## src/rtl/digit_addr_pkg.sv

```systemverilog
// Shared sizes and the step-direction encoding for the digit address mapper.
package digit_addr_pkg;
    localparam int NUM_DIGITS = 16;   // digits scanned on the display
    localparam int BUF_DEPTH  = 64;   // entries in the character-code buffer
    localparam int DIG_W      = $clog2(NUM_DIGITS);
    localparam int ADDR_W     = $clog2(BUF_DEPTH);

    typedef enum logic {
        STEP_LEFT  = 1'b0,
        STEP_RIGHT = 1'b1
    } step_dir_e;
endpackage

```

## src/rtl/scroll_offset_reg.sv

```systemverilog
// Holds the scroll offset of the character path.
// Assumes step and home are one-cycle strobes; home has priority over step.
// The offset wraps naturally at 2**ADDR_W.
module scroll_offset_reg
    import digit_addr_pkg::*;
#(
    parameter int ADDR_W_P = ADDR_W
) (
    input  logic                clk,
    input  logic                rst_n,
    input  logic                step_en,
    input  step_dir_e           step_dir,
    input  logic                home,
    output logic [ADDR_W_P-1:0] offset
);
    localparam logic [ADDR_W_P-1:0] ONE = ADDR_W_P'(1);

    // Update the offset: clear on reset or home, otherwise step by one.
    always_ff @(posedge clk) begin
        if (!rst_n || home) begin
            offset <= '0;
        end else if (step_en) begin
            if (step_dir == STEP_RIGHT) offset <= offset + ONE;
            else                        offset <= offset - ONE;
        end
    end


    right_step_chk: assert property (@(posedge clk) disable iff (!rst_n)
        (step_en && !home && step_dir == STEP_RIGHT) |=> offset == $past(offset) + ONE);

    left_step_chk: assert property (@(posedge clk) disable iff (!rst_n)
        (step_en && !home && step_dir == STEP_LEFT) |=> offset == $past(offset) - ONE);

    home_wins_chk: assert property (@(posedge clk) disable iff (!rst_n)
        home |=> offset == '0);
endmodule

```

## src/rtl/char_addr_gen.sv

```systemverilog
// Forms the character-buffer address as offset plus digit index, modulo the buffer size.
// Assumes the digit index is no wider than the address.
module char_addr_gen #(
    parameter int ADDR_W_P = 6,
    parameter int DIG_W_P  = 4
) (
    input  logic [ADDR_W_P-1:0] offset,
    input  logic [DIG_W_P-1:0]  digit_sel,
    output logic [ADDR_W_P-1:0] char_addr
);
    logic [ADDR_W_P-1:0] digit_ext;

    // Widen the digit index to address width when narrower.
    generate
        if (DIG_W_P < ADDR_W_P) begin : g_pad
            assign digit_ext = {{(ADDR_W_P-DIG_W_P){1'b0}}, digit_sel};
        end else begin : g_same
            assign digit_ext = digit_sel[ADDR_W_P-1:0];
        end
    endgenerate

    // Modulo sum: the carry out of the top bit is dropped.
    always_comb begin
        char_addr = offset + digit_ext;
    end
endmodule

```

## src/rtl/sym_addr_gen.sv

```systemverilog
// Maps a digit index straight to its symbol-buffer entry; never scrolled.
// Assumes one symbol entry per digit.
module sym_addr_gen #(
    parameter int DIG_W_P = 4
) (
    input  logic [DIG_W_P-1:0] digit_sel,
    output logic [DIG_W_P-1:0] sym_addr
);
    // Fixed identity mapping.
    always_comb begin
        sym_addr = digit_sel;
    end
endmodule

```

## src/rtl/digit_addr_mapper.sv

```systemverilog
// Top: produces the character and symbol read addresses for the scanned digit.
// The character path is rotated by a scroll offset; the symbol path is fixed.
module digit_addr_mapper
    import digit_addr_pkg::*;
(
    input  logic              clk,
    input  logic              rst_n,
    input  logic [DIG_W-1:0]  digit_sel,
    input  logic              step_en,
    input  logic              step_dir,
    input  logic              home,
    output logic [ADDR_W-1:0] char_addr,
    output logic [DIG_W-1:0]  sym_addr
);
    logic [ADDR_W-1:0] offset;
    step_dir_e         dir_q;

    // Interpret the raw direction bit.
    always_comb begin
        dir_q = step_dir_e'(step_dir);
    end

    scroll_offset_reg #(.ADDR_W_P(ADDR_W)) off_i (
        .clk      (clk),
        .rst_n    (rst_n),
        .step_en  (step_en),
        .step_dir (dir_q),
        .home     (home),
        .offset   (offset)
    );

    char_addr_gen #(.ADDR_W_P(ADDR_W), .DIG_W_P(DIG_W)) chr_i (
        .offset    (offset),
        .digit_sel (digit_sel),
        .char_addr (char_addr)
    );

    sym_addr_gen #(.DIG_W_P(DIG_W)) sym_i (
        .digit_sel (digit_sel),
        .sym_addr  (sym_addr)
    );


    sym_fixed_chk: assert property (@(posedge clk) disable iff (!rst_n)
        sym_addr == digit_sel);

    idle_hold_chk: assert property (@(posedge clk) disable iff (!rst_n)
        (!step_en && !home && $stable(digit_sel)) |=> $stable(char_addr));

    home_map_chk: assert property (@(posedge clk) disable iff (!rst_n)
        (home && $stable(digit_sel)) |=> char_addr == ADDR_W'(digit_sel));

    zero_digit_chk: assert property (@(posedge clk) disable iff (!rst_n)
        (digit_sel == '0) |-> char_addr == offset);
endmodule

```

## config.mk

```make
export PLATFORM = sky130hd
export DESIGN_NAME = digit_addr_mapper
export DESIGN_NICKNAME = d
export VERILOG_FILES = /design/src/rtl/digit_addr_pkg.sv /design/src/rtl/scroll_offset_reg.sv /design/src/rtl/char_addr_gen.sv /design/src/rtl/sym_addr_gen.sv /design/src/rtl/digit_addr_mapper.sv
export SDC_FILE = /design/constraint.sdc
export NUM_CORES = 1
export LEC_CHECK = 0
export BUFFER_PORTS_ARGS = -buffer_cell sky130_fd_sc_hd__buf_2
export CAP_MARGIN = 40
export CORE_AREA = 2 2 39 41
export DETAILED_ROUTE_END_ITERATION = 12
export DIE_AREA = 0 0 41 43
export HOLD_SLACK_MARGIN = 0.02
export PLACE_DENSITY_LB_ADDON = 0.15
export SYNTH_ARGS = -nofsm -noshare
export SYNTH_HDL_FRONTEND = slang
export SYNTH_SLANG_ARGS = --single-unit
```

## constraint.sdc

```tcl
create_clock -name clk -period 1.7 [get_ports clk]
set_input_delay 0.17 -clock clk [delete_from_list [all_inputs] [get_ports clk]]
set_output_delay 0.17 -clock clk [all_outputs]
set_load 0.05 [all_outputs]
```

==> impl_metrics.env <==
export IMPL_ys_seq_area_share_pct=19.2
export IMPL_ant_nets=0
export IMPL_fp_dieH_microns=43
export IMPL_clock_fmax_mhz=551
export IMPL_critPathArrivalTime_ns=1.65
export IMPL_ys_warn_count=0
export IMPL_violations="negative setup slack"
export IMPL_dieArea_sq_um=1760
export IMPL_largest_registers="off_i.offset x6"
export IMPL_synth_xor_area_share_pct=9.82
export IMPL_period_minus_slack_ns=1.82
export IMPL_holdWs_ns=0.249
export IMPL_p_comb_share_pct=45.7
export IMPL_syn_to_final_growth_pct=34.7
export IMPL_diodes=0
export IMPL_cts_sinks=6
export IMPL_rsz0062_at_grt="true"
export IMPL_crit_path_frequent_cell="nand2_1"
export IMPL_regMostFlops="off_i.offset"
export IMPL_wire_per_inst_microns=10.7
export IMPL_core_sq_um=1380
export IMPL_powerDensity_nw_per_um2=635
export IMPL_peakVddDrop_mv=0.394
export IMPL_grt_antenna_before_repair=0
export IMPL_grt_pass1_wl_microns=2040
export IMPL_postPlaceCellArea_sq_um=738
export IMPL_die_w_microns=41
export IMPL_internal_power_mw=0.319
export IMPL_cts_tree="yes"
export IMPL_setup_ws_ns=-0.115
export IMPL_initial_utilization_pct=45.1
export IMPL_drt_pass1_iter_count=4
export IMPL_critPathTopFamily="adder cells"
export IMPL_synthCells=74
export IMPL_port_buffers=18
export IMPL_cp_num_buf_inv=1
export IMPL_std_cell_rows=14
export IMPL_setup_violations=4
export IMPL_via_per_inst=5.19
export IMPL_ys_seq_elements=6
export IMPL_stdcell_area_sq_um=841
export IMPL_grt_pass1_vias=511
export IMPL_grt_max_degree=11
export IMPL_drc=0
export IMPL_final_util_pct=60.8
export IMPL_skew_ns=0.00352
export IMPL_startpoint_type="flip-flop"
export IMPL_status="complete, but fails checks"
export IMPL_drv_cap=0
export IMPL_drv_slew=0
export IMPL_grt_util_met1_pct=21.8
export IMPL_cp_required_ns=1.53
export IMPL_dp_hpwl_microns=932
export IMPL_path_cells="ha_4 -> fa_2 -> nand2_1 -> nand2_1 -> a21oi_2 -> xnor2_2 -> buf_6"
export IMPL_netSwitchingFraction_pct=40.2
export IMPL_clockBufferDepth=2
export IMPL_crit_slowest_cell="fa_2"
export IMPL_cts_htree_levels=1
export IMPL_gp_congestion=0.770
export IMPL_cts_root_buf="clkbuf_4"
export IMPL_endpoint_kind="output pin"
export IMPL_fin_crit_sh_pct=107
export IMPL_synthAdderAreaFrac_pct=22.4
export IMPL_path_max_fanout=2
export IMPL_clock_power_share_pct=24.4
export IMPL_numCtsBuffers=3
export IMPL_finalNetCount=115
export IMPL_avgSynthCellArea_sq_um=8.44
export IMPL_clk_latency_ns=0.24
export IMPL_grt_overflow=0
export IMPL_p_leak_nw=0.381
export IMPL_largest_reg_flops=6
export IMPL_yosysUniqueCellTypes=26
export IMPL_netlist_area_sq_um=624
export IMPL_ios=19
export IMPL_finalWirelength_microns=1180
export IMPL_use_met3_pct=1.57
export IMPL_muxShareOfSynthArea_pct=3.21
export IMPL_top_usage_layer="met2"
export IMPL_synth_top_family_by_area="adder cells"
export IMPL_synth_compound_area_share_pct=18.0
export IMPL_vias=571
export IMPL_first_iter_violations=9
export IMPL_syn_nets=93
export IMPL_p_switching_mw=0.215
export IMPL_tightest_slew_ns=0.341
export IMPL_yosys_area_share_simple_pct=17.0
export IMPL_grtUsageTotal_pct=16.9
export IMPL_drive_above_1_share_pct=45.7
export IMPL_clk_pin_slew_worst_paths_ns=0.04
export IMPL_slew_headroom_pct=77.2
export IMPL_seqPwrFrac_pct=29.9
export IMPL_met2_usage_pct=25.0
export IMPL_finalSetupTns_ns=-0.196
export IMPL_hold_path_class="input port to flip-flop"
export IMPL_criticalPathCategory="flip-flop to output pin"
export IMPL_hold_viol_final=0
export IMPL_dp_slack_ns=-0.0945
export IMPL_slowest_delay_ns=0.33
==> routing by layer <==
| layer | share of wire [%] | vias up | wire length (microns) |
|---|---|---|---|
| met1 | 44 | 252 | 520 |
| met2 | 48 | 17 | 562 |
| met3 | 4.4 | 5 | 52 |
| met5 | 0 | - | 0 |
| li1 | - | 297 | - |
| met4 | 3.4 | 0 | 40 |
==> per-stage QoR <==
stage                     std cells  power (mW)
final                           110       0.534
after detailed placement        106       0.381
after CTS                       110       0.537
after floorplan                  74       0.341
after global routing            110       0.572
after global placement          106       0.378
==> synth_stat cells <==
cell type  n  share of area (%)
inv_1      3                1.8
a211oi_1   2                2.4
nor3_1     1               0.80
nor2_1     8                4.8
ha_1       8                 16
buf_6      1                1.8
a41oi_1    1                1.4
o31ai_2    1                2.0
nand2b_4   1                2.2
a21oi_1    4                3.2
inv_2      1               0.60
a2111oi_1  1                1.6
xor2_1     4                5.6
nand2_1    9                5.4
a31oi_1    1                1.0
buf_4      5                6.0
o21ai_1    2                1.6
nand3_1    3                2.4
xnor2_1    3                4.2
dfxtp_1    6                 19
o211ai_1   1                1.2
mux2i_1    2                3.2
a211oi_2   1                2.0
nor4b_1    1                1.4
o21ai_0    2                1.6
fa_1       2                6.4
==> worst register-to-register path: stages (launching register included) <==
cell and delay [ns]:
dfxtp_2 0.33, buf_4 0.14, ha_1 0.28, a211oi_2 0.28, o31ai_2 0.12, nor4b_2 0.21, a211oi_1 0.06
==> cells by family (layout without fill, tap and decap cells) <==
| kind of cell | Yosys count | after routing |
|---|---|---|
| mux | 2 | 2 |
| compound gates | 16 | 16 |
| fa+ha+maj | 10 | 10 |
| xor+xnor | 7 | 7 |
| flops | 6 | 6 |
| buf+inv | 10 | 30 |
| simple gates | 23 | 23 |
==> final cells by class <==
| class | instances | area (sq um) |
|---|---|---|
| fill | 119 | 543 |
| inverter | 4 | 15.0 |
| timing repair buffer | 23 | 145 |
| clock buffer | 3 | 22.5 |
| sequential | 6 | 125 |
| tap | 16 | 20.0 |
| multi-input combinational | 58 | 513 |
==> layout by cell type, fill, tap and decap left out <==
master,netlist,final
buf_2,0,14
xnor2_2,0,1
a211oi_2,1,1
o21ai_1,2,2
nand2_1,9,9
o21ai_0,2,2
ha_4,0,3
dfxtp_1,6,2
dfxtp_2,0,4
inv_1,3,3
a31oi_1,1,1
xor2_2,0,2
clkbuf_4,0,3
inv_2,1,1
a211oi_1,2,2
a21oi_2,0,1
buf_6,1,2
nor3_1,1,1
a41oi_1,1,1
buf_4,5,7
fa_2,0,1
fa_1,2,1
nor2_1,8,8
a2111oi_1,1,1
ha_1,8,5
a21oi_1,4,3
nor4b_2,0,1
mux2i_1,2,2
nand2b_4,1,1
o31ai_2,1,1
o211ai_1,1,1
xnor2_1,3,2
nand3_1,3,3
xor2_1,4,2
==> worst paths after layout <==
path                                 startpoint         endpoint  slack, ns  depth (start not counted)
worst min-delay path                    step_en  off_i.offset[2]       0.25                          2
worst max-delay path            off_i.offset[0]     char_addr[4]      -0.12                          7
worst max register to register  off_i.offset[1]  off_i.offset[5]       0.14                          6
worst min register to register  off_i.offset[3]  off_i.offset[3]       0.49                          2
==> power groups by stage <==
stage / logic (mW) / registers (mW) / clock network, mW
final: 0.244 / 0.160 / 0.131
after global routing: 0.269 / 0.160 / 0.143
after CTS: 0.243 / 0.160 / 0.134
after detailed placement: 0.222 / 0.159 / 0
after global placement: 0.219 / 0.159 / 0
after floorplan: 0.182 / 0.159 / 0
==> what timing repair did <==
item | in CTS | in global routing
setup endpoints to repair | 4 | 5
resized for setup | 16 | 1
hold buffers | 0 | 0
pin swaps | 5 | 0
setup buffers | 1 | 0
gates cloned | 0 | 0
No activity file was read; power rests on OpenSTA's default activity.
